==> src/rtl/dp_ea_pkg.sv <==
package dp_ea_pkg;
  typedef enum logic [2:0] {
    AM_DIR    = 3'd0,
    AM_DIR_X  = 3'd1,
    AM_DIR_Y  = 3'd2,
    AM_PTR    = 3'd3,
    AM_PTR_Y  = 3'd4,
    AM_ABS_X  = 3'd5,
    AM_ABS_Y  = 3'd6,
    AM_ABS    = 3'd7
  } amode_e;

  localparam int unsigned BYTE_W = 8;
endpackage

==> src/rtl/dp_page_wrap.sv <==
// Direct-page sum with the emulation page-wrap rule applied.
module dp_page_wrap
  import dp_ea_pkg::*;
#(
  parameter int unsigned DW = 16
) (
  input  logic          emu,
  input  logic [DW-1:0] dreg,
  input  logic [BYTE_W-1:0] offs,
  input  logic [DW-1:0] index,
  output logic [DW-1:0] addr
);
  localparam int unsigned HI_W = DW - BYTE_W;

  logic [DW-1:0] full_sum;
  logic          page_lock;

  always_comb begin
    full_sum  = dreg + {{HI_W{1'b0}}, offs} + index;
    // Page lock only when the low base byte is zero in emulation.
    page_lock = emu && (dreg[BYTE_W-1:0] == '0);
    if (page_lock)
      addr = {dreg[DW-1:BYTE_W], full_sum[BYTE_W-1:0]};
    else
      addr = full_sum;
  end
endmodule

==> src/rtl/dp_ptr_addr.sv <==
// Address of one pointer byte; always carries across pages.
module dp_ptr_addr
  import dp_ea_pkg::*;
#(
  parameter int unsigned DW = 16,
  parameter int unsigned SW = 2
) (
  input  logic [DW-1:0]     dreg,
  input  logic [BYTE_W-1:0] offs,
  input  logic [SW-1:0]     step,
  output logic [DW-1:0]     addr
);
  localparam int unsigned HI_W = DW - BYTE_W;
  localparam int unsigned SP_W = DW - SW;

  always_comb begin
    addr = dreg + {{HI_W{1'b0}}, offs} + {{SP_W{1'b0}}, step};
  end
endmodule

==> src/rtl/dp_long_add.sv <==
// Full-width base plus zero-extended index, carrying into the bank.
module dp_long_add #(
  parameter int unsigned AW = 24,
  parameter int unsigned DW = 16
) (
  input  logic [AW-1:0] base,
  input  logic [DW-1:0] index,
  output logic [AW-1:0] sum
);
  localparam int unsigned EXT_W = AW - DW;

  always_comb begin
    sum = base + {{EXT_W{1'b0}}, index};
  end
endmodule

==> src/rtl/dp_ea_gen.sv <==
module dp_ea_gen
  import dp_ea_pkg::*;
#(
  parameter int unsigned AW = 24,
  parameter int unsigned DW = 16,
  parameter int unsigned SW = 2
) (
  input  logic          clk,
  input  logic          rst_n,
  input  logic          in_valid,
  output logic          in_ready,
  input  logic [2:0]    mode,
  input  logic          emu,
  input  logic [DW-1:0] dreg,
  input  logic [DW-1:0] operand,
  input  logic [DW-1:0] idx_x,
  input  logic [DW-1:0] idx_y,
  input  logic [BYTE_W-1:0] bank,
  input  logic [AW-1:0] ptr_val,
  input  logic [SW-1:0] ptr_step,
  output logic          out_valid,
  input  logic          out_ready,
  output logic [AW-1:0] out_addr
);
  localparam int unsigned EXT_W = AW - DW;

  amode_e        am;
  logic [DW-1:0] dir_index;
  logic [DW-1:0] abs_index;
  logic [DW-1:0] dir_addr;
  logic [DW-1:0] ptr_addr;
  logic [AW-1:0] longy_addr;
  logic [AW-1:0] abs_addr;
  logic [AW-1:0] next_addr;
  logic          take;

  assign am = amode_e'(mode);

  always_comb begin
    unique case (am)
      AM_DIR_X: dir_index = idx_x;
      AM_DIR_Y: dir_index = idx_y;
      default:  dir_index = '0;
    endcase
    unique case (am)
      AM_ABS_X: abs_index = idx_x;
      AM_ABS_Y: abs_index = idx_y;
      default:  abs_index = '0;
    endcase
  end

  dp_page_wrap #(.DW(DW)) u_wrap (
    .emu   (emu),
    .dreg  (dreg),
    .offs  (operand[BYTE_W-1:0]),
    .index (dir_index),
    .addr  (dir_addr)
  );

  dp_ptr_addr #(.DW(DW), .SW(SW)) u_ptr (
    .dreg  (dreg),
    .offs  (operand[BYTE_W-1:0]),
    .step  (ptr_step),
    .addr  (ptr_addr)
  );

  dp_long_add #(.AW(AW), .DW(DW)) u_longy (
    .base  (ptr_val),
    .index (idx_y),
    .sum   (longy_addr)
  );

  dp_long_add #(.AW(AW), .DW(DW)) u_abs (
    .base  ({bank, operand}),
    .index (abs_index),
    .sum   (abs_addr)
  );

  always_comb begin
    unique case (am)
      AM_DIR, AM_DIR_X, AM_DIR_Y: next_addr = {{EXT_W{1'b0}}, dir_addr};
      AM_PTR:                     next_addr = {{EXT_W{1'b0}}, ptr_addr};
      AM_PTR_Y:                   next_addr = longy_addr;
      default:                    next_addr = abs_addr;
    endcase
  end

  assign in_ready = !out_valid || out_ready;
  assign take     = in_valid && in_ready;

  always_ff @(posedge clk or negedge rst_n) begin
    if (!rst_n) begin
      out_valid <= 1'b0;
      out_addr  <= '0;
    end else begin
      if (take) begin
        out_valid <= 1'b1;
        out_addr  <= next_addr;
      end else if (out_ready) begin
        out_valid <= 1'b0;
      end
    end
  end

  // leaving reset the output stage is empty.
  assert_empty_after_reset_R1: assert property (@(posedge clk)
    $rose(rst_n) |-> !out_valid);

  // a stalled result stays put.
  assert_hold_when_stalled_R9: assert property (@(posedge clk) disable iff (!rst_n)
    (out_valid && !out_ready) |=> (out_valid && $stable(out_addr)));

  // direct and pointer-fetch addresses never leave bank zero.
  assert_bank_zero_R2: assert property (@(posedge clk) disable iff (!rst_n)
    (take && (mode <= 3'd3)) |=> (out_addr[AW-1:DW] == '0));

  // emulation with a zero base stays in the first 256 bytes.
  assert_zero_page_R3: assert property (@(posedge clk) disable iff (!rst_n)
    (take && emu && (dreg == '0) && (mode <= 3'd2)) |=> (out_addr[AW-1:BYTE_W] == '0));

  // emulation with a page-aligned base stays in that page.
  assert_page_lock_R4: assert property (@(posedge clk) disable iff (!rst_n)
    (take && emu && (dreg[BYTE_W-1:0] == '0) && (mode <= 3'd2))
      |=> (out_addr[DW-1:BYTE_W] == $past(dreg[DW-1:BYTE_W])));
endmodule

==> config.mk <==
export PLATFORM = sky130hd
export DESIGN_NAME = dp_ea_gen
export DESIGN_NICKNAME = d
export VERILOG_FILES = /design/src/rtl/dp_ea_pkg.sv /design/src/rtl/dp_page_wrap.sv /design/src/rtl/dp_ptr_addr.sv /design/src/rtl/dp_long_add.sv /design/src/rtl/dp_ea_gen.sv
export SDC_FILE = /design/constraint.sdc
export NUM_CORES = 1
export LEC_CHECK = 0
export ABC_CLOCK_PERIOD_IN_PS = 1500
export BUFFER_PORTS_ARGS = -buffer_cell sky130_fd_sc_hd__clkbuf_2
export CAP_MARGIN = 20
export CORE_MARGIN = 2
export CORE_UTILIZATION = 51
export CTS_CLUSTER_DIAMETER = 200
export DETAILED_ROUTE_END_ITERATION = 10
export PLACE_DENSITY = 0.79
export SYNTH_ARGS = -nofsm -noshare
export SYNTH_HDL_FRONTEND = slang
export SYNTH_SLANG_ARGS = --single-unit
==> constraint.sdc <==
create_clock -name clk -period 1.5 [get_ports clk]
set_clock_uncertainty 0.1 [all_clocks]
set_input_delay 0.15 -clock clk [delete_from_list [all_inputs] [get_ports clk]]
set_output_delay 0.15 -clock clk [all_outputs]
set_load 0.02 [all_outputs]
==> results.toml, run 1 <==
[status]
status = "did not finish"
failed_stage = "global routing"
tool.error = "[ERROR GRT-0232] Routing congestion too high. Check the congestion heatmap in the GUI."

[clock_tree]
numCtsBuffers = 3
clock_sinks = 25
htreeDepth = 1
cts_buffer_depth = 2
clockRootBuffer = "clkbuf_8"

[placement]
place_ws_ns = -2.235
place.gp.congestion = 0.9404
io_buffer_count = 131
hpwl_microns = 20450

[logic_synthesis]
yosys_warnings = 0
syn_area_per_cell_sq_um = 7.452
ys_types = 83
synth_fp_nets = 920
syn_inst = 753
synth-main-ff-cell = "dfrtp_1"
syn_area_sq_um = 5612
synth_enable_flop_cells = 0
async_flop_share = 1.000
ys_seq_area_frac = 0.1115
ys_ff_latch = 25

[die]
dieWidth_microns = 108.9
rows = 38
design.portCount = 132
chipHeight_microns = 108.9
start_util = 0.5199

[timing]
worst-ep-kind = "register input"
grt_worst_setup_endpoint = "out_addr[15]$_DFFE_PN0P_/D"

[global_routing]
grtUsageTotal = 0.7582
grt_max_degree = 26
grt_overflow = 9
==> what timing repair did <==
item,4_1_cts
cloned,1
pin swaps,80
setup buffers,29
gates resized for setup,81
setup endpoints to repair,24
hold endpoints to repair,26
hold buffers,2
==> Yosys cell counts, drive strengths merged, types with 5 or more instances <==
cell / n / area [sq um]
a2111oi: 6 / 83.83
a211o: 10 / 87.58
a211oi: 17 / 150.1
a21o: 12 / 90.09
a21oi: 54 / 285.3
a22oi: 22 / 165.2
a31oi: 13 / 87.58
and2: 8 / 50.05
and3: 9 / 56.30
and4: 6 / 52.55
buf: 6 / 30.03
clkbuf: 20 / 76.32
dfrtp: 25 / 625.6
fa: 5 / 100.1
ha: 56 / 700.7
inv: 27 / 101.4
mux2i: 8 / 80.08
nand2: 46 / 172.7
nand2b: 12 / 75.07
nand3: 24 / 120.1
nand4: 11 / 75.07
nor2: 92 / 345.3
nor2b: 10 / 62.56
nor3: 27 / 140.1
nor4: 8 / 65.06
o211ai: 19 / 152.6
o21a: 15 / 120.1
o21ai: 46 / 234.0
o21bai: 5 / 37.54
o221ai: 6 / 58.80
o31ai: 5 / 37.54
or3: 7 / 43.79
xnor2: 30 / 281.5
xor2: 22 / 207.7
==> per-stage QoR <==
stage	instances	util	setup TNS (ns)	hold WS (ns)	instance area (sq um)
2_1_floorplan	753	-	-31.96	-0.2456	5953
3_3_place_gp	1290	0.8207	-44.31	0.07011	8857
3_5_place_dp	1290	0.8207	-48.21	0.07574	8857
4_1_cts	1326	0.8819	-28.03	0.03083	9518
==> logic make-up after synthesis <==
group                      Yosys count  synth area share
AOI/OAI and AO/OA                  272            0.3505
xor gates and xnor gates            52           0.08718
buffers and inverters               53           0.03701
adders and majority gates           63            0.1463
DFF                                 25            0.1115
and+or+nand+nor                    278            0.2493
muxes                               10           0.01828
==> metal layers <==
layer / global-route usage / GRT overflow
met4: 0.7445 / 3
met5: 0.3348 / 0
met2: 0.9272 / 6
met3: 0.6378 / 0
met1: 0.7329 / 0
==> inputs of run 2 (changes only) <==
--- a/config.mk
+++ b/config.mk
@@ -5,14 +5,13 @@
 export SDC_FILE = /design/constraint.sdc
 export NUM_CORES = 1
 export LEC_CHECK = 0
-export ABC_CLOCK_PERIOD_IN_PS = 1500
+export ABC_CLOCK_PERIOD_IN_PS = 1950
 export BUFFER_PORTS_ARGS = -buffer_cell sky130_fd_sc_hd__clkbuf_2
 export CAP_MARGIN = 20
 export CORE_MARGIN = 2
-export CORE_UTILIZATION = 51
-export CTS_CLUSTER_DIAMETER = 200
+export CORE_UTILIZATION = 40
 export DETAILED_ROUTE_END_ITERATION = 10
-export PLACE_DENSITY = 0.79
+export PLACE_DENSITY_LB_ADDON = 0.15
 export SYNTH_ARGS = -nofsm -noshare
 export SYNTH_HDL_FRONTEND = slang
 export SYNTH_SLANG_ARGS = --single-unit
==> constraint.sdc (replaced) <==
create_clock -name clk -period 1.95 [get_ports clk]
set_clock_uncertainty 0.1 [all_clocks]
set_input_delay 0.195 -clock clk [delete_from_list [all_inputs] [get_ports clk]]
set_output_delay 0.195 -clock clk [all_outputs]
set_load 0.02 [all_outputs]
==> results.toml, run 2 <==
[status]
status = "complete, but fails checks"
failed_checks = "negative setup slack"

[global_routing]
grt_pass1_vias = 7788
antenna_found_initial = 0
grt_busiest_layer = "met2"
grt_max_degree = 26
grtUsageTotal = 0.3329
grt_overflow = 0
grt_use_met1 = 0.4229
grt_pass1_wl_microns = 39010
grt_util_met3 = 0.05251
use_met2 = 0.5795

[timing]
fin_ws_ns = -1.136
rsz0062_at_grt = "true"
fin_crit_ns = 3.086
final-max-slew-violation-count = 0
final_hold_viol_count = 0
fin_crit_sh = 1.583
finalSetupViolCount = 22
worstMarginPinSlew_ns = 0.7995
timing.fmax_ghz = 0.3240
relSlewSlack = 0.4670

[die]
design.portCount = 132
start_util = 0.4074
dieWidth_microns = 122.4
chipHeight_microns = 122.4
die_area_sq_um = 14990
rows = 43
coreArea_sq_um = 13770

[clock_tree]
htreeDepth = 1
path_clk_slew_ns = 0.08
cts_tree = "done"
clockRootBuffer = "clkbuf_16"
clock_sinks = 25
numCtsBuffers = 3
cts_buffer_depth = 2
clock_latency_ns = 0.28

[setup_path]
path_class = "input pin to flop"
cp_max_fo = 3
worst-endpoint-required_ns = 2.01
r2r-end = "out_addr[15]$_DFFE_PN0P_"
rrSetupSlack_ns = 0.02
cp-end-kind = "flop"
startpoint_type = "input pin"
crit_arrival_ns = 3.15
r2r_cells = 7
r2r_start = "out_valid$_DFFE_PN0P_"

[worst_hold_path]
whs_endpoint = "out_valid$_DFFE_PN0P_"
hold_depth = 2
hp-class = "input pin to flop"
hold_start = "in_valid"

[pwr]
p_total_mw = 4.595
switchingPower_mw = 2.035
p_int_mw = 2.560
leakagePower_nw = 4.581
power.density_cell_area_nw_per_um2 = 465.7
combinationalPowerShare = 0.733
p_seq_frac = 0.150
vdd_drop_max_uv = 370.4
p_clk_frac = 0.116
switching_share = 0.4428

[route]
routedWlPerCell_microns = 18.60
ant_nets = 0
vias = 7802
via_per_inst = 5.682
drt_wl_total_microns = 25540
drt_iter0_drc = 608
drt-pass1-iter-count = 5
drc = 0

[logic_synthesis]
async_flop_share = 1.000
syn_area_sq_um = 5612
synth.most_common_cell = "nor2_1"
ys_ff_latch = 25
synthTopCellsByCount = "nor2_1, ha_1, a21oi_1, nand2_1, o21ai_0"
yosys.area.top_type = "ha_1"
synth-main-ff-cell = "dfrtp_1"
syn_inst = 753
synth_top_cells_by_area = "ha_1, dfrtp_1, nor2_1, a21oi_1, xnor2_1"
ys_seq_area_frac = 0.1115
yosys_warnings = 0
ys_types = 83
synth_fp_nets = 920
synthDominantCellAreaShare = 0.1249
synth_enable_flop_cells = 0
syn_area_per_cell_sq_um = 7.452

[cells_and_area]
syn2layout_area_growth_pct = 75.83
final_layout_size_suffix_gt1_frac = 0.5046
top_regs = "out_addr (24), out_valid (1)"
top_register = "out_addr"
final_common_cell = "buf_4"
most-common-layout-cells = "buf_4, clkbuf_2, nor2_1"
largest_reg_flops = 24
num-nets-final = 1361
diodes = 0

[placement]
io_buffer_count = 131
place_ws_ns = -1.464
hpwl_microns = 20330
place.gp.congestion = 0.9944

[run]
cap_violations = 0
## run 2: layout make-up
class                           instances  area (sq um)
Multi-Input combinational cell        675          5590
Clock inverter                          1         7.507
Fill cell                            1072          3906
Clock buffer                            3         75.07
Inverter                               27         105.1
Sequential cell                        25         625.6
Tap cell                              180         225.2
Timing Repair Buffer                  462          3238
## run 2: worst max-delay path by stage
stage,startpoint,endpoint,slack (ns),cells after the start
6_report,dreg[0],out_addr[15]$_DFFE_PN0P_,-1.14,15
5_1_grt,dreg[0],out_addr[15]$_DFFE_PN0P_,-1.25,15
4_1_cts,dreg[0],out_addr[15]$_DFFE_PN0P_,-1.10,15
3_5_place_dp,dreg[0],out_addr[14]$_DFFE_PN0P_,-1.46,17
3_3_place_gp,dreg[0],out_addr[15]$_DFFE_PN0P_,-1.42,15
2_1_floorplan,mode[0],out_addr[20]$_DFFE_PN0P_,-1.25,16
## run 2: worst max-delay path, stage by stage
cell and delay [ns]:
buf_8 0.10, ha_4 0.16, fa_2 0.38, a21oi_4 0.22, o221a_4 0.25, nor3_4 0.05, or2_4 0.24, ha_4 0.28
a21oi_4 0.06, or3_4 0.38, o22ai_4 0.18, o21ai_4 0.12, a31oi_1 0.21, mux2i_1 0.22, a211oi_1 0.09
## run 2: metal layers
layer	wire, microns	up-vias	part of all wire
met5	0	-	0
met4	706	0	0.028
met3	1840	46	0.072
met2	12220	273	0.48
met1	10780	3702	0.42
li1	-	3781	-
## run 2: cells by family after synthesis
family / after synthesis / share of synthesized area
compound gates: 272 / 0.3505
xor+xnor: 52 / 0.08718
fa+ha+maj: 63 / 0.1463
buf+inv: 53 / 0.03701
flops: 25 / 0.1115
mux: 10 / 0.01828
simple gates: 278 / 0.2493
## run 2: per-stage QoR
stage	TNS, ns	hold slack, ns	utilization	area, sq um	instances
floorplan	-22.24	-0.2006	-	5953	753
global placement	-27.32	0.1978	0.6444	8875	1329
detailed placement	-28.84	0.2016	0.6444	8875	1329
CTS	-19.91	0.03165	0.6866	9457	1359
global route	-21.98	0.04817	0.7164	9867	1373
finish	-19.36	0.03420	0.7164	9867	1373
## run 2: what timing repair did
item / 4_1_cts / 5_1_grt
pin swaps: 54 / 43
endpoints found under the hold margin: 25 / 0
buffers inserted: 26 / 14
resized for setup: 71 / 54
cloned: 1 / 0
hold buffers: 1 / 0
setup endpoints to repair: 23 / 24
## run 2: power groups by stage
stage / clock [mW] / sequential (mW) / combinational [mW]
6_report: 0.534 / 0.691 / 3.37
3_3_place_gp: 0 / 0.694 / 2.86
5_1_grt: 0.553 / 0.700 / 3.61
2_1_floorplan: 0 / 0.801 / 1.47
3_5_place_dp: 0 / 0.699 / 2.92
4_1_cts: 0.537 / 0.689 / 3.10
Power figures use the tool's default switching activity.
